`config.mk`:
```
export PLATFORM = sky130hd
export DESIGN_NAME = i2c_reg_target
export DESIGN_NICKNAME = d
export VERILOG_FILES = /design/src/rtl/i2c_rt_pkg.sv /design/src/rtl/i2c_line_filter.sv /design/src/rtl/i2c_bus_events.sv /design/src/rtl/i2c_byte_engine.sv /design/src/rtl/i2c_reg_bank.sv /design/src/rtl/i2c_reg_target.sv
export SDC_FILE = /design/constraint.sdc
export NUM_CORES = 1
export LEC_CHECK = 0
export ABC_CLOCK_PERIOD_IN_PS = 2830
export BUFFER_PORTS_ARGS = -buffer_cell sky130_fd_sc_hd__buf_2
export CORE_AREA = 2 2 177 92
export DETAILED_ROUTE_END_ITERATION = 12
export DIE_AREA = 0 0 179 94
export SLEW_MARGIN = 5
export SYNTH_ARGS = -nofsm -noshare
export SYNTH_HDL_FRONTEND = slang
export SYNTH_SLANG_ARGS = --single-unit
export TNS_END_PERCENT = 100
```
`constraint.sdc`:
```
create_clock -name clk -period 2.83 [get_ports clk]
set_clock_uncertainty 0.15 [all_clocks]
set_input_delay 0.4245 -clock clk [delete_from_list [all_inputs] [get_ports clk]]
set_output_delay 0.4245 -clock clk [all_outputs]
set_load 0.01 [all_outputs]
```
`src/rtl/i2c_rt_pkg.sv`:
```
package i2c_rt_pkg;
   typedef enum logic [2:0] {
      ST_IDLE,
      ST_ADDR,
      ST_ADDR_ACK,
      ST_WR,
      ST_WR_ACK,
      ST_RD,
      ST_RD_ACK
   } tgt_state_t;

   localparam logic [7:0] RA_CTRL  = 8'h02;
   localparam logic [7:0] RA_SP_HI = 8'h03;
   localparam logic [7:0] RA_SP_LO = 8'h04;
   localparam logic [7:0] RA_STAT  = 8'h05;
   localparam logic [7:0] RA_MODE  = 8'h06;
   localparam logic [7:0] RA_FREQ  = 8'h07;

   localparam int CB_SWRST = 0;
   localparam int CB_RING  = 1;
   localparam int MODE_W   = 5;

   localparam logic       DEF_RING = 1'b1;
   localparam logic [7:0] DEF_FREQ = 8'h83;
endpackage

```
`src/rtl/i2c_line_filter.sv`:
```
module i2c_line_filter #(
   parameter int FILT_LEN = 2
) (
   input  logic clk,
   input  logic rst_n,
   input  logic raw_i,
   output logic filt_o
);
   if (FILT_LEN < 0 || FILT_LEN > 64) begin : g_bad_len
      $error("i2c_line_filter: FILT_LEN out of range");
   end

   if (FILT_LEN == 0) begin : g_bypass
      assign filt_o = raw_i;
   end else begin : g_filter
      localparam int CW = (FILT_LEN < 2) ? 1 : $clog2(FILT_LEN + 1);
      logic [CW-1:0] cnt_q;
      logic          f_q;

      always_ff @(posedge clk or negedge rst_n) begin
         if (!rst_n) begin
            f_q   <= 1'b1;
            cnt_q <= '0;
         end else if (raw_i == f_q) begin
            cnt_q <= '0;
         end else if (cnt_q == CW'(FILT_LEN - 1)) begin
            f_q   <= raw_i;
            cnt_q <= '0;
         end else begin
            cnt_q <= cnt_q + 1'b1;
         end
      end

      assign filt_o = f_q;

      AST_FILT_AGREE: assert property (@(posedge clk) disable iff (!rst_n)
         !$stable(f_q) |-> ($past(raw_i) == f_q));
   end
endmodule

```
`src/rtl/i2c_bus_events.sv`:
```
module i2c_bus_events (
   input  logic clk,
   input  logic rst_n,
   input  logic scl,
   input  logic sda,
   output logic scl_rise,
   output logic scl_fall,
   output logic start_ev,
   output logic stop_ev
);
   logic scl_q, sda_q;

   always_ff @(posedge clk or negedge rst_n) begin
      if (!rst_n) begin
         scl_q <= 1'b1;
         sda_q <= 1'b1;
      end else begin
         scl_q <= scl;
         sda_q <= sda;
      end
   end

   assign scl_rise = scl & ~scl_q;
   assign scl_fall = ~scl & scl_q;
   assign start_ev = scl & scl_q & sda_q & ~sda;
   assign stop_ev  = scl & scl_q & ~sda_q & sda;
endmodule

```
`src/rtl/i2c_byte_engine.sv`:
```
module i2c_byte_engine
   import i2c_rt_pkg::*;
#(
   parameter logic [6:0] TGT_ADDR = 7'h0E
) (
   input  logic       clk,
   input  logic       rst_n,
   input  logic       scl_rise,
   input  logic       scl_fall,
   input  logic       start_ev,
   input  logic       stop_ev,
   input  logic       sda_in,
   input  logic [7:0] rd_data,
   output logic [7:0] rd_addr,
   output logic       wr_en,
   output logic [7:0] wr_addr,
   output logic [7:0] wr_data,
   output logic       sda_pull
);
   tgt_state_t state;
   logic [2:0] bit_cnt;
   logic       got8;
   logic [7:0] rx_sh;
   logic [6:0] tx_sh;
   logic       rw_q;
   logic       first_q;
   logic       host_ack;
   logic [7:0] ptr_q;

   assign rd_addr = ptr_q;

   always_ff @(posedge clk or negedge rst_n) begin
      if (!rst_n) begin
         state    <= ST_IDLE;
         bit_cnt  <= '0;
         got8     <= 1'b0;
         rx_sh    <= '0;
         tx_sh    <= '0;
         rw_q     <= 1'b0;
         first_q  <= 1'b0;
         host_ack <= 1'b0;
         ptr_q    <= '0;
         sda_pull <= 1'b0;
         wr_en    <= 1'b0;
         wr_addr  <= '0;
         wr_data  <= '0;
      end else begin
         wr_en <= 1'b0;
         if (start_ev) begin
            state    <= ST_ADDR;
            bit_cnt  <= '0;
            got8     <= 1'b0;
            sda_pull <= 1'b0;
         end else if (stop_ev) begin
            state    <= ST_IDLE;
            sda_pull <= 1'b0;
         end else begin
            case (state)
               ST_ADDR, ST_WR: begin
                  if (scl_rise && !got8) begin
                     rx_sh   <= {rx_sh[6:0], sda_in};
                     bit_cnt <= bit_cnt + 3'd1;
                     if (bit_cnt == 3'd7) got8 <= 1'b1;
                  end else if (scl_fall && got8) begin
                     got8 <= 1'b0;
                     if (state == ST_ADDR) begin
                        if (rx_sh[7:1] == TGT_ADDR) begin
                           sda_pull <= 1'b1;
                           rw_q     <= rx_sh[0];
                           state    <= ST_ADDR_ACK;
                        end else begin
                           state <= ST_IDLE;
                        end
                     end else begin
                        sda_pull <= 1'b1;
                        state    <= ST_WR_ACK;
                        if (first_q) begin
                           ptr_q   <= rx_sh;
                           first_q <= 1'b0;
                        end else begin
                           wr_en   <= 1'b1;
                           wr_addr <= ptr_q;
                           wr_data <= rx_sh;
                           ptr_q   <= ptr_q + 8'd1;
                        end
                     end
                  end
               end
               ST_ADDR_ACK: begin
                  if (scl_fall) begin
                     if (rw_q) begin
                        tx_sh    <= rd_data[6:0];
                        sda_pull <= ~rd_data[7];
                        bit_cnt  <= '0;
                        state    <= ST_RD;
                     end else begin
                        sda_pull <= 1'b0;
                        first_q  <= 1'b1;
                        state    <= ST_WR;
                     end
                  end
               end
               ST_WR_ACK: begin
                  if (scl_fall) begin
                     sda_pull <= 1'b0;
                     state    <= ST_WR;
                  end
               end
               ST_RD: begin
                  if (scl_fall) begin
                     if (bit_cnt == 3'd7) begin
                        sda_pull <= 1'b0;
                        ptr_q    <= ptr_q + 8'd1;
                        state    <= ST_RD_ACK;
                     end else begin
                        bit_cnt  <= bit_cnt + 3'd1;
                        sda_pull <= ~tx_sh[6];
                        tx_sh    <= {tx_sh[5:0], 1'b0};
                     end
                  end
               end
               ST_RD_ACK: begin
                  if (scl_rise) begin
                     host_ack <= ~sda_in;
                  end else if (scl_fall) begin
                     if (host_ack) begin
                        tx_sh    <= rd_data[6:0];
                        sda_pull <= ~rd_data[7];
                        bit_cnt  <= '0;
                        state    <= ST_RD;
                     end else begin
                        state <= ST_IDLE;
                     end
                  end
               end
               default: ;
            endcase
         end
      end
   end

   AST_PULL_AFTER_FALL: assert property (@(posedge clk) disable iff (!rst_n)
      !$stable(sda_pull) |-> $past(scl_fall || start_ev || stop_ev));

   AST_ADDR_MATCH: assert property (@(posedge clk) disable iff (!rst_n)
      (state == ST_ADDR_ACK && $past(state) == ST_ADDR) |-> ($past(rx_sh[7:1]) == TGT_ADDR));

   AST_PTR_STEP: assert property (@(posedge clk) disable iff (!rst_n)
      wr_en |-> (ptr_q == wr_addr + 8'd1));

   AST_NACK_IDLE: assert property (@(posedge clk) disable iff (!rst_n)
      (state == ST_RD_ACK && scl_fall && !host_ack && !start_ev && !stop_ev)
      |=> (state == ST_IDLE && !sda_pull));
endmodule

```
`src/rtl/i2c_reg_bank.sv`:
```
module i2c_reg_bank
   import i2c_rt_pkg::*;
#(
   parameter int SP_W    = 10,
   parameter int FAULT_W = 5
) (
   input  logic               clk,
   input  logic               rst_n,
   input  logic               wr_en,
   input  logic [7:0]         wr_addr,
   input  logic [7:0]         wr_data,
   input  logic [7:0]         rd_addr,
   output logic [7:0]         rd_data,
   input  logic [FAULT_W-1:0] fault_i,
   output logic               ring_en,
   output logic [SP_W-1:0]    setpoint,
   output logic [7:0]         status,
   output logic [7:0]         mode
,  output logic [7:0]         freq
);
   localparam int         HI_W    = SP_W - 8;
   localparam logic [7:0] HI_MASK = 8'((1 << HI_W) - 1);

   if (SP_W < 9 || SP_W > 16) begin : g_bad_sp
      $error("i2c_reg_bank: SP_W must be 9..16");
   end
   if (FAULT_W < 1 || FAULT_W > 8) begin : g_bad_fault
      $error("i2c_reg_bank: FAULT_W must be 1..8");
   end

   logic               ring_q;
   logic [HI_W-1:0]    hi_q;
   logic [7:0]         lo_q;
   logic [SP_W-1:0]    sp_q;
   logic [FAULT_W-1:0] stat_q;
   logic [MODE_W-1:0]  mode_q;
   logic [7:0]         freq_q;
   logic               swrst;

   assign swrst = wr_en && (wr_addr == RA_CTRL) && wr_data[CB_SWRST];

   always_ff @(posedge clk or negedge rst_n) begin
      if (!rst_n) begin
         ring_q <= DEF_RING;
         hi_q   <= '0;
         lo_q   <= '0;
         sp_q   <= '0;
         stat_q <= '0;
         mode_q <= '0;
         freq_q <= DEF_FREQ;
      end else if (swrst) begin
         ring_q <= DEF_RING;
         hi_q   <= '0;
         lo_q   <= '0;
         sp_q   <= '0;
         stat_q <= '0;
         mode_q <= '0;
         freq_q <= DEF_FREQ;
      end else begin
         stat_q <= stat_q | fault_i;
         if (wr_en) begin
            case (wr_addr)
               RA_CTRL:  ring_q <= wr_data[CB_RING];
               RA_SP_HI: hi_q   <= wr_data[HI_W-1:0];
               RA_SP_LO: begin
                  lo_q <= wr_data;
                  sp_q <= {hi_q, wr_data};
               end
               RA_MODE:  mode_q <= wr_data[MODE_W-1:0];
               RA_FREQ:  freq_q <= wr_data;
               default: ;
            endcase
         end
      end
   end

   logic [7:0] hi_ext, stat_ext, mode_ext, ctrl_ext;

   always_comb begin
      hi_ext   = '0;
      hi_ext[HI_W-1:0] = hi_q;
      stat_ext = '0;
      stat_ext[FAULT_W-1:0] = stat_q;
      mode_ext = '0;
      mode_ext[MODE_W-1:0] = mode_q;
      ctrl_ext = '0;
      ctrl_ext[CB_RING] = ring_q;
   end

   always_comb begin
      case (rd_addr)
         RA_CTRL:  rd_data = ctrl_ext;
         RA_SP_HI: rd_data = hi_ext;
         RA_SP_LO: rd_data = lo_q;
         RA_STAT:  rd_data = stat_ext;
         RA_MODE:  rd_data = mode_ext;
         RA_FREQ:  rd_data = freq_q;
         default:  rd_data = 8'h00;
      endcase
   end

   assign ring_en  = ring_q;
   assign setpoint = sp_q;
   assign status   = stat_ext;
   assign mode     = mode_ext;
   assign freq     = freq_q;

   AST_SP_HOLD: assert property (@(posedge clk) disable iff (!rst_n)
      !$stable(sp_q) |-> $past(wr_en && (wr_addr == RA_SP_LO || (wr_addr == RA_CTRL && wr_data[CB_SWRST]))));

   AST_SWRST_DEFAULTS: assert property (@(posedge clk) disable iff (!rst_n)
      swrst |=> (freq_q == DEF_FREQ && mode_q == '0 && ring_q == DEF_RING && sp_q == '0));

   AST_HI_UPPER_ZERO: assert property (@(posedge clk) disable iff (!rst_n)
      (rd_addr == RA_SP_HI) |-> ((rd_data & ~HI_MASK) == 8'h00));

   AST_STAT_NO_WRITE: assert property (@(posedge clk) disable iff (!rst_n)
      (wr_en && wr_addr == RA_STAT && stat_q == '0 && fault_i == '0) |=> (stat_q == '0));
endmodule

```
`src/rtl/i2c_reg_target.sv`:
```
module i2c_reg_target #(
   parameter logic [6:0] TGT_ADDR = 7'h0E,
   parameter int         SP_W     = 10,
   parameter int         FAULT_W  = 5,
   parameter int         FILT_LEN = 2
) (
   input  logic               clk,
   input  logic               rst_n,
   input  logic               scl_i,
   input  logic               sda_i,
   input  logic [FAULT_W-1:0] fault_i,
   output logic               sda_pull_o,
   output logic               ring_en_o,
   output logic [SP_W-1:0]    setpoint_o,
   output logic [7:0]         status_o,
   output logic [7:0]         mode_o,
   output logic [7:0]         freq_o
);
   logic [1:0] raw_lines, filt_lines;
   assign raw_lines = {scl_i, sda_i};

   for (genvar g = 0; g < 2; g++) begin : g_line
      i2c_line_filter #(.FILT_LEN(FILT_LEN)) u_filt (
         .clk    (clk),
         .rst_n  (rst_n),
         .raw_i  (raw_lines[g]),
         .filt_o (filt_lines[g])
      );
   end

   logic scl_rise, scl_fall, start_ev, stop_ev;

   i2c_bus_events u_events (
      .clk      (clk),
      .rst_n    (rst_n),
      .scl      (filt_lines[1]),
      .sda      (filt_lines[0]),
      .scl_rise (scl_rise),
      .scl_fall (scl_fall),
      .start_ev (start_ev),
      .stop_ev  (stop_ev)
   );

   logic [7:0] rd_data, rd_addr, wr_addr, wr_data;
   logic       wr_en;

   i2c_byte_engine #(.TGT_ADDR(TGT_ADDR)) u_engine (
      .clk      (clk),
      .rst_n    (rst_n),
      .scl_rise (scl_rise),
      .scl_fall (scl_fall),
      .start_ev (start_ev),
      .stop_ev  (stop_ev),
      .sda_in   (filt_lines[0]),
      .rd_data  (rd_data),
      .rd_addr  (rd_addr),
      .wr_en    (wr_en),
      .wr_addr  (wr_addr),
      .wr_data  (wr_data),
      .sda_pull (sda_pull_o)
   );

   i2c_reg_bank #(.SP_W(SP_W), .FAULT_W(FAULT_W)) u_bank (
      .clk      (clk),
      .rst_n    (rst_n),
      .wr_en    (wr_en),
      .wr_addr  (wr_addr),
      .wr_data  (wr_data),
      .rd_addr  (rd_addr),
      .rd_data  (rd_data),
      .fault_i  (fault_i),
      .ring_en  (ring_en_o),
      .setpoint (setpoint_o),
      .status   (status_o),
      .mode     (mode_o),
      .freq     (freq_o)
   );
endmodule

```
==> impl_metrics.env, run 1 <==
export IMPL_area_growth_pct=14.88
export IMPL_routedWlPerCell_um=16.18
export IMPL_status="completed"
export IMPL_syn_inst=437
export IMPL_final_cell_mix="dfrtp_1, nor2_1, nand2_1, buf_2, mux2_2"
export IMPL_synthSimpleGateAreaFrac_pct=16.27
export IMPL_hpwl_um=7692
export IMPL_post_cts_resize_count=0
export IMPL_clkTransAtPathRegs_ps=80
export IMPL_r2r_setup_slack_ps=480
export IMPL_root_buffer="clkbuf_16"
export IMPL_vias=3442
export IMPL_viasPerCell=5.062
export IMPL_antenna_left=0
export IMPL_crit_chain="or4_1 > nor2_1 > nand4_1 > o21ai_0 > mux2_2"
export IMPL_gp_congestion=0.8712
export IMPL_critPathSlowestCell="or4_1"
export IMPL_synth_top_family_by_area="simple AND/OR/NAND/NOR gates"
export IMPL_reg2reg_to="u_engine.tx_sh[3]"
export IMPL_finalMaxSlewViolations=0
export IMPL_worstPathRequired_ps=2970
export IMPL_numCtsBuffers=9
export IMPL_p_int_w=0.002635
export IMPL_drtPass1Iterations=5
export IMPL_max_slew_margin_rel_pct=58.54
export IMPL_min_path_cells=3
export IMPL_synth_edf_count=0
export IMPL_fin_crit_ps=2351
export IMPL_worstSkewPairLatency_ps=360
export IMPL_detailed_place_area_mm2=0.004876
export IMPL_core_mm2=0.01517
export IMPL_reg2reg_depth=5
export IMPL_grt_max_degree=51
export IMPL_synth_area_mux_share_pct=12.19
export IMPL_cpPeakStageDelay_ps=520
export IMPL_synth_ff_type="dfrtp_1"
export IMPL_final_util_pct=34.11
export IMPL_synth_fa_ha_area_share_pct=1.666
export IMPL_fin_area_mm2=0.005176
export IMPL_synth_cell_types=58
export IMPL_setup_viol=0
export IMPL_layout_commonest_cell="dfrtp_1"
export IMPL_drv_cap=0
export IMPL_num_fill_cells=1528
export IMPL_endpoint_kind="flip-flop"
export IMPL_n_antenna_cell=0
export IMPL_multi_input_area_mm2=0.002048
export IMPL_wl_um=11000
export IMPL_hold_buffers=1
export IMPL_crit_family="simple AND/OR/NAND/NOR gates"
export IMPL_synth_seq_cells=90
export IMPL_leakage_nw=2.453
export IMPL_post_cts_setup_buffers=0
export IMPL_criticalPathCategory="reg -> reg"
export IMPL_hold_viol_final=0
export IMPL_tns_ps=0
export IMPL_ctsLongestPathBuffers=2
export IMPL_antenna_found_initial=0
export IMPL_cts_tree="done"
export IMPL_worst_pin_slew_ps=606.2
export IMPL_reg2reg_from="u_engine.rd_addr[3]"
export IMPL_rows=32
export IMPL_port_buffers=38
export IMPL_layout_worst_path_cycle_share_pct=83.06
export IMPL_cp_data_arrival_time_ps=2490
export IMPL_cts_sink_count=90
export IMPL_ys_warn_count=0
export IMPL_synth_compound_area_share_pct=14.25
export IMPL_yosys_area_share_xor_xnor_pct=0.5832
export IMPL_grt_overflow=0
export IMPL_p_comb_share_pct=29.1
export IMPL_pwr_share_clk_pct=28.3
export IMPL_irDropWorstVdd_v=0.0002916
export IMPL_fin_cells=680
export IMPL_cts_htree_levels=3
export IMPL_seq_area_frac_synth_pct=50.21
export IMPL_avgSynthCellArea_um2=10.31
export IMPL_min_path_type="in -> reg"
export IMPL_initial_core_util_pct=29.69
export IMPL_pwr_share_seq_pct=42.6
export IMPL_swShare_pct=37.07
export IMPL_seq_area_mm2=0.002262
export IMPL_drive_above_1_share_pct=22.69
export IMPL_dieWidth_um=179
export IMPL_fmax_ghz=0.4254
export IMPL_place_inst=663
export IMPL_grt_pass1_wl_um=17710
export IMPL_die_y_um=94
export IMPL_drc_errors=0
export IMPL_path_max_fanout=8
export IMPL_critPathBufInv=0
export IMPL_hp_start="fault_i[1]"
export IMPL_rsz0062_at_grt="no"
export IMPL_async_flop_share_pct=100.0
export IMPL_syn_area_mm2=0.004506
export IMPL_track_usage_pct=13.83
export IMPL_power_switching_w=0.001552
export IMPL_die_area_mm2=0.01683
export IMPL_pin_count=45
export IMPL_drt_iter0_drc=217
export IMPL_grt_pass1_vias=3265
export IMPL_final_nets=486
export IMPL_holdPathEnd="u_bank.stat_q[1]"
export IMPL_cp_start_kind="flip-flop"
export IMPL_power_density_mw_per_mm2=808.8
export IMPL_holdWs_ps=128.1
cell families (layout without fill, tap and decap cells):
group | Yosys count | count (layout)
DFF | 90 | 90
other | 1 | 6
xor gates and xnor gates | 3 | 3
and+or+nand+nor | 151 | 151
AOI/OAI and AO/OA | 97 | 97
adders and majority gates | 6 | 6
muxes | 49 | 49
buffers and inverters | 40 | 74
cell usage after synthesis (2+ instances only):
| master | number | area share [%] |
|---|---|---|
| a211o_1 | 3 | 0.58 |
| a21oi_1 | 23 | 2.6 |
| a221oi_1 | 5 | 0.97 |
| a22o_1 | 13 | 2.5 |
| a22oi_1 | 3 | 0.50 |
| a311oi_1 | 2 | 0.39 |
| a31oi_1 | 2 | 0.28 |
| and2_1 | 3 | 0.42 |
| and3_1 | 8 | 1.1 |
| and3b_1 | 2 | 0.39 |
| buf_2 | 8 | 0.89 |
| buf_4 | 6 | 1.0 |
| buf_6 | 2 | 0.50 |
| clkbuf_1 | 13 | 1.1 |
| dfrtp_1 | 82 | 46 |
| dfstp_2 | 8 | 4.7 |
| ha_1 | 6 | 1.7 |
| inv_1 | 10 | 0.83 |
| mux2_2 | 27 | 6.7 |
| mux2_4 | 5 | 1.7 |
| mux2i_1 | 17 | 3.8 |
| nand2_1 | 37 | 3.1 |
| nand2b_1 | 11 | 1.5 |
| nand3_1 | 15 | 1.7 |
| nand3b_1 | 2 | 0.33 |
| nand4_1 | 4 | 0.56 |
| nor2_1 | 51 | 4.2 |
| nor2b_1 | 5 | 0.69 |
| nor3b_1 | 2 | 0.33 |
| o211ai_1 | 2 | 0.33 |
| o21ai_0 | 25 | 2.8 |
| o22ai_1 | 4 | 0.56 |
| o31ai_1 | 3 | 0.50 |
| or3_1 | 2 | 0.28 |
| xnor2_1 | 3 | 0.58 |
flip-flops by register name (all words and copies together), names as in the netlist, 2 cells and up:
name	flops
u_bank.setpoint	10
g_line.u_filt.filt_o	2
u_bank.freq	8
u_engine.rd_addr	8
u_engine.state	3
u_bank.mode_q	5
u_engine.tx_sh	7
g_line.u_filt.g_filter.cnt_q	4
u_engine.rx_sh	8
u_bank.hi_q	2
u_engine.bit_cnt	3
u_engine.wr_addr	8
u_bank.stat_q	5
u_engine.wr_data	8
power by group through the flow:
stage	clock network, W	logic, W	registers (W)
after floorplan	0	0.00105	0.00164
final	0.00118	0.00122	0.00178
after detailed placement	0	0.00121	0.00180
after CTS	0.00121	0.00122	0.00178
after global routing	0.00126	0.00137	0.00183
after global placement	0	0.00120	0.00180
per-stage QoR:
step           worst slack, ps  power [W]
2_1_floorplan            631.9   0.002684
3_3_place_gp             529.3   0.003000
3_5_place_dp             516.1   0.003012
4_1_cts                  494.6   0.004208
5_1_grt                  344.5   0.004455
6_report                 479.5   0.004187
final cells by class:
class                   count  share of cell area [%]
multi-input cells         312                   39.57
clock buffers               9                   4.351
repair buffers             48                   5.463
inverters                  10                  0.7252
flip-flops and latches     90                   43.70
well taps                 204                   4.931
clock inverters             7                   1.257
tightest hold or removal path, stage by stage:
cell and delay, ps:
buf_2 70, nor2_1 30, nor2_1 70
per-layer routing:
layer  track usage (%)  share of wire, %  vias up
li1                  -                 -     1623
met1             19.80                50     1699
met2             20.32                44      109
met3             3.358               5.0       11
met4             4.539               1.3        0
met5                 0                 0        -
worst max-delay path by stage:
stage / from / endpoint / slack (ps) / cells after the start
6_report: u_engine.rd_addr[3] / u_engine.tx_sh[3] / 480 / 5
3_3_place_gp: u_engine.bit_cnt[0] / u_engine.tx_sh[2] / 530 / 7
2_1_floorplan: u_events.scl_q / u_engine.wr_addr[3] / 630 / 7
5_1_grt: u_engine.bit_cnt[0] / u_engine.tx_sh[3] / 340 / 7
4_1_cts: u_engine.bit_cnt[0] / u_engine.tx_sh[3] / 490 / 7
3_5_place_dp: u_engine.bit_cnt[0] / u_engine.tx_sh[1] / 520 / 7
Power figures use the tool's default switching activity.
==> run 2: changes to the inputs <==
--- a/config.mk
+++ b/config.mk
@@ -5,7 +5,7 @@
 export SDC_FILE = /design/constraint.sdc
 export NUM_CORES = 1
 export LEC_CHECK = 0
-export ABC_CLOCK_PERIOD_IN_PS = 2830
+export ABC_CLOCK_PERIOD_IN_PS = 2300
 export BUFFER_PORTS_ARGS = -buffer_cell sky130_fd_sc_hd__buf_2
 export CORE_AREA = 2 2 177 92
 export DETAILED_ROUTE_END_ITERATION = 12
==> constraint.sdc (replaced) <==
create_clock -name clk -period 2.3 [get_ports clk]
set_clock_uncertainty 0.15 [all_clocks]
set_input_delay 0.345 -clock clk [delete_from_list [all_inputs] [get_ports clk]]
set_output_delay 0.345 -clock clk [all_outputs]
set_load 0.01 [all_outputs]
==> run 2 against run 1 <==
Wire length is 2.9% lower. Via count is 0.76% higher. Critical path type unchanged. Cell area is 3.4% higher. Flip-flop and latch count stayed put. Register-to-register slack worse by 320 ps. Global-route usage is 0.062 points higher. Sequential share of layout area is 1.4 points lower. Non-clock buffer count is 22 higher. Worst setup slack worse by 320 ps.
==> impl_metrics.env, run 2 (synthesis gave the netlist of run 1 again) <==
export IMPL_path_max_fanout=7
export IMPL_worst_pin_slew_ps=592.7
export IMPL_largest_register_ffs=10
export IMPL_grt_pass1_wl_um=18050
export IMPL_power_density_mw_per_mm2=988.4
export IMPL_criticalPathCategory="reg -> reg"
export IMPL_fin_cells=703
export IMPL_grt_pass1_vias=3458
export IMPL_drt_iter0_drc=234
export IMPL_clkTransAtPathRegs_ps=70
export IMPL_gp_congestion=0.8653
export IMPL_drc_errors=0
export IMPL_port_buffers=38
export IMPL_pin_count=45
export IMPL_wl_met2_um=4824
export IMPL_fin_crit_ps=2138
export IMPL_die_area_mm2=0.01683
export IMPL_initial_core_util_pct=29.69
export IMPL_crit_path_start="u_engine.bit_cnt[0]"
export IMPL_final_cell_mix="dfrtp_1, nor2_1, nand2_1, buf_2, buf_4"
export IMPL_antenna_found_initial=1
export IMPL_endpoint="u_engine.tx_sh[4]"
export IMPL_finalMaxSlewViolations=0
export IMPL_cp_start_kind="flip-flop"
export IMPL_wl_um=10690
export IMPL_grt_max_degree=36
export IMPL_p_comb_share_pct=32.3
export IMPL_leakage_nw=2.557
export IMPL_routedWlPerCell_um=15.21
export IMPL_worstSkewPairLatency_ps=340
export IMPL_pwr_share_seq_pct=40.5
export IMPL_critPathSlowestCell="dfrtp_1"
export IMPL_fmax_ghz=0.4676
export IMPL_cts_htree_levels=3
export IMPL_rsz0062_at_grt="no"
export IMPL_top_layer="met4"
export IMPL_root_buffer="clkbuf_16"
export IMPL_max_slew_margin_rel_pct=59.47
export IMPL_cp_data_arrival_time_ps=2210
export IMPL_min_path_type="in -> reg"
export IMPL_layout_commonest_cell="dfrtp_1"
export IMPL_cp_common_cell="ha_1"
export IMPL_wl_met3_um=515
export IMPL_final_nets=508
export IMPL_pre_cts_slack_ps=52.82
export IMPL_numCtsBuffers=9
export IMPL_setup_viol=0
export IMPL_crit_chain="ha_1 > ha_1 > nor3b_1 > o22ai_1 > a21oi_1 > and3_4 > mux2_2"
export IMPL_power_switching_w=0.001876
export IMPL_hpwl_um=7960
export IMPL_reg2reg_depth=7
export IMPL_viasPerCell=4.933
export IMPL_hold_viol_final=0
export IMPL_dieWidth_um=179
export IMPL_status="completed"
export IMPL_r2r_setup_slack_ps=160
export IMPL_cts_tree="done"
export IMPL_ctsLongestPathBuffers=2
export IMPL_rows=32
export IMPL_pwr_share_clk_pct=27.2
export IMPL_area_growth_pct=18.80
export IMPL_worstPathRequired_ps=2370
export IMPL_drt_met1_wl_um=5261
export IMPL_holdWs_ps=63.10
export IMPL_vias=3468
export IMPL_place_inst=685
export IMPL_drive_above_1_share_pct=26.31
export IMPL_swShare_pct=35.46
export IMPL_grt_overflow=0
export IMPL_layout_worst_path_cycle_share_pct=92.98
export IMPL_reg2reg_from="u_engine.bit_cnt[0]"
export IMPL_layout_setup_ws_ps=161.5
export IMPL_critPathBufInv=0
export IMPL_crit_family="simple AND/OR/NAND/NOR gates"
export IMPL_drv_cap=0
export IMPL_endpoint_kind="flip-flop"
export IMPL_cts_sink_count=90
export IMPL_cp_num_cells=7
export IMPL_drtPass1Iterations=4
export IMPL_irDropWorstVdd_v=0.0003808
export IMPL_tns_ps=0
export IMPL_antenna_left=0
export IMPL_core_mm2=0.01517
export IMPL_finalPower_w=0.005290
export IMPL_p_int_w=0.003415
export IMPL_die_y_um=94
export IMPL_cpPeakStageDelay_ps=390
export IMPL_post_cts_setup_buffers=0
export IMPL_track_usage_pct=13.89
export IMPL_reg2reg_to="u_engine.tx_sh[4]"
-- run 2: changes by cell type in the layout (fill, tap and decap cells not counted), sizes merged --
cell	delta
inv	-1
diode	+1
buf	+22
clkinv	-1
clkinvlp	+1
clkbuf	+1
-- run 2: final cells by class --
class                   instances  area (um2)
diodes                          1       2.502
flip-flops and latches         90        2262
inverters                      10       37.54
clock inverters                 6       55.05
clock buffers                  10       239.0
multi-input cells             312        2053
fillers                      1520        9822
well taps                     204       255.2
repair buffers                 70       447.9
-- run 2: per-stage QoR --
stage	utilization, %	cell area (um2)
3_5_place_dp	33.22	5041
3_3_place_gp	33.22	5041
6_report	35.27	5353
5_1_grt	35.26	5350
2_1_floorplan	-	4524
4_1_cts	35.22	5345
-- run 2: worst min-delay path by stage --
stage / startpoint / to / slack, ps / depth (start not counted)
finish: fault_i[3] / u_bank.stat_q[3] / 60 / 3
global route: fault_i[4] / u_bank.stat_q[4] / 80 / 3
CTS: fault_i[3] / u_bank.stat_q[3] / 50 / 3
detailed placement: rst_n / g_line[0].u_filt.g_filter.cnt_q[0] / 130 / 1
global placement: rst_n / g_line[0].u_filt.g_filter.cnt_q[1] / 130 / 1
floorplan: rst_n / g_line[0].u_filt.g_filter.cnt_q[0] / -100 / 0
-- run 2: worst min-delay path, delay by kind of cell --
kind / cells / cell delay, ps
buffers and inverters: 1 / 70
and+or+nand+nor: 2 / 100
-- run 2: timing repair --
item                                    CTS  global route
endpoints found under the hold margin    21             0
resized for setup                         0             2
endpoints found under the setup margin    0             7
hold buffers                              1             0
-- run 2: power groups by stage --
stage               logic, W  registers, W  clock network (W)
floorplan            0.00129       0.00201                  0
global placement     0.00167       0.00217                  0
detailed placement   0.00169       0.00217                  0
CTS                  0.00170       0.00214            0.00149
global route         0.00194       0.00219            0.00156
finish               0.00171       0.00214            0.00144
-- run 2: layer usage --
metal | GRT usage (%) | up-vias
li1 | - | 1662
met1 | 19.52 | 1721
met2 | 21.15 | 75
met3 | 3.358 | 10
met4 | 4.065 | 0
met5 | 0 | -
==> run 3: changes to the inputs <==
--- a/config.mk
+++ b/config.mk
@@ -8,6 +8,7 @@
 export ABC_CLOCK_PERIOD_IN_PS = 2300
 export BUFFER_PORTS_ARGS = -buffer_cell sky130_fd_sc_hd__buf_2
 export CORE_AREA = 2 2 177 92
+export CTS_BUF_LIST = sky130_fd_sc_hd__clkbuf_8
 export DETAILED_ROUTE_END_ITERATION = 12
 export DIE_AREA = 0 0 179 94
 export SLEW_MARGIN = 5
==> run 3 against run 2 <==
Critical endpoint unchanged. Non-clock buffer count unchanged. Clock power down 26%. Via count up 0.49%. Register-to-register slack worse by 20 ps. Largest cell class unchanged. Largest power group unchanged. Cell area down 1.9%.
==> impl_metrics.env, run 3 (synthesis gave the netlist of run 1 again) <==
export IMPL_reg2reg_from="u_engine.bit_cnt[0]"
export IMPL_reg2reg_depth=7
export IMPL_cp_data_arrival_time_ps=2260
export IMPL_max_slew_margin_rel_pct=59.62
export IMPL_criticalPathCategory="reg -> reg"
export IMPL_gp_congestion=0.8653
export IMPL_wl_met3_um=573
export IMPL_grt_pass1_wl_um=17980
export IMPL_final_cell_mix="dfrtp_1, nor2_1, nand2_1, buf_2, buf_4"
export IMPL_irDropWorstVdd_v=0.0003253
export IMPL_critPathBufInv=0
export IMPL_area_growth_pct=16.55
export IMPL_layout_commonest_cell="dfrtp_1"
export IMPL_power_density_mw_per_mm2=936.6
export IMPL_endpoint_kind="flip-flop"
export IMPL_drv_cap=0
export IMPL_initial_core_util_pct=29.69
export IMPL_die_area_mm2=0.01683
export IMPL_cpPeakStageDelay_ps=400
export IMPL_rows=32
export IMPL_wl_um=10700
export IMPL_crit_chain="ha_1 > ha_1 > nor3b_1 > o22ai_1 > a21oi_1 > and3_4 > mux2_2"
export IMPL_largest_register_ffs=10
export IMPL_worstPathRequired_ps=2400
export IMPL_rsz0062_at_grt="no"
export IMPL_hpwl_um=7960
export IMPL_antenna_found_initial=1
export IMPL_dieWidth_um=179
export IMPL_critPathSlowestCell="dfrtp_1"
export IMPL_top_layer="met4"
export IMPL_status="completed"
export IMPL_grt_pass1_vias=3440
export IMPL_fin_crit_ps=2158
export IMPL_fmax_ghz=0.4633
export IMPL_leakage_nw=2.511
export IMPL_min_path_type="in -> reg"
export IMPL_numCtsBuffers=9
export IMPL_viasPerCell=4.957
export IMPL_holdPathEnd="u_bank.stat_q[3]"
export IMPL_grt_overflow=0
export IMPL_drc_errors=0
export IMPL_vias=3485
export IMPL_grt_max_degree=36
export IMPL_final_nets=508
export IMPL_layout_worst_path_cycle_share_pct=93.84
export IMPL_routedWlPerCell_um=15.22
export IMPL_core_mm2=0.01517
export IMPL_track_usage_pct=13.91
export IMPL_setup_viol=0
export IMPL_drt_met1_wl_um=5227
export IMPL_path_max_fanout=7
export IMPL_cts_sink_count=90
export IMPL_clkTransAtPathRegs_ps=100
export IMPL_crit_family="simple AND/OR/NAND/NOR gates"
export IMPL_wl_met2_um=4765
export IMPL_hp_start="fault_i[3]"
export IMPL_post_cts_setup_buffers=0
export IMPL_layout_setup_ws_ps=141.8
export IMPL_min_path_cells=3
export IMPL_cts_tree="done"
export IMPL_r2r_setup_slack_ps=140
export IMPL_pre_cts_slack_ps=52.82
export IMPL_pin_count=45
export IMPL_port_buffers=38
export IMPL_hold_viol_final=0
export IMPL_cp_common_cell="ha_1"
export IMPL_worstSkewPairLatency_ps=380
export IMPL_finalMaxSlewViolations=0
export IMPL_die_y_um=94
export IMPL_cts_htree_levels=3
export IMPL_antenna_left=0
export IMPL_root_buffer="clkbuf_8"
export IMPL_reg2reg_to="u_engine.tx_sh[4]"
export IMPL_drt_iter0_drc=256
export IMPL_tns_ps=0
export IMPL_worst_pin_slew_ps=590.4
export IMPL_cp_start_kind="flip-flop"
export IMPL_ctsLongestPathBuffers=2
export IMPL_drive_above_1_share_pct=26.31
export IMPL_drtPass1Iterations=5
## run 3: cell type report
cell class / count / area, um2
repair buffers: 70 / 447.9
multi-input cells: 312 / 2053
flip-flops and latches: 90 / 2262
fillers: 1536 / 9923
well taps: 204 / 255.2
clock buffers: 10 / 137.6
clock inverters: 6 / 55.05
diodes: 1 / 2.502
inverters: 10 / 37.54
## run 3: worst reg2reg max path: cells and delay by family (launching register included)
kind / cells / cell delay [ps]
AOI/OAI and AO/OA: 2 / 290
muxes: 1 / 350
adders and majority gates: 2 / 390
and+or+nand+nor: 2 / 470
DFF: 1 / 400
## run 3: where the power goes
group | switching, W | internal [W] | leakage [nW]
logic | 0.000918 | 0.000793 | 1.24
clock network | 0.000620 | 0.000445 | 0.0934
registers | 0.000308 | 0.00183 | 1.18
total | 0.00185 | 0.00307 | 2.51
## run 3: worst max-delay path by stage
stage,end,cells after the start,start
3_5_place_dp,u_engine.tx_sh[4],7,u_engine.bit_cnt[0]
4_1_cts,u_engine.tx_sh[4],7,u_engine.bit_cnt[0]
6_report,u_engine.tx_sh[4],7,u_engine.bit_cnt[0]
3_3_place_gp,u_engine.tx_sh[0],7,u_engine.bit_cnt[0]
5_1_grt,u_engine.rd_addr[4],8,u_engine.bit_cnt[0]
2_1_floorplan,u_engine.wr_addr[3],7,u_events.scl_q
## run 3: layer usage
metal | global-route usage, % | vias up
li1 | - | 1663
met1 | 19.34 | 1720
met2 | 21.09 | 90
met3 | 3.883 | 12
met4 | 3.930 | 0
met5 | 0 | -
## run 3: stage by stage
stage          instances  utilization, %  area (um2)  hold WS, ps  power [W]
2_1_floorplan        442               -        4524       -100.6   0.003302
3_3_place_gp         685           33.22        5041        131.4   0.003836
3_5_place_dp         685           33.22        5041        134.4   0.003863
4_1_cts              702           34.56        5244        10.83   0.004949
5_1_grt              702           34.59        5249        37.17   0.005303
6_report             703           34.61        5251        23.62   0.004918
## run 3: timing repair
item	CTS	global route
endpoints found under the hold margin	21	0
hold buffers	1	0
resized for setup	0	2
endpoints found under the setup margin	0	7
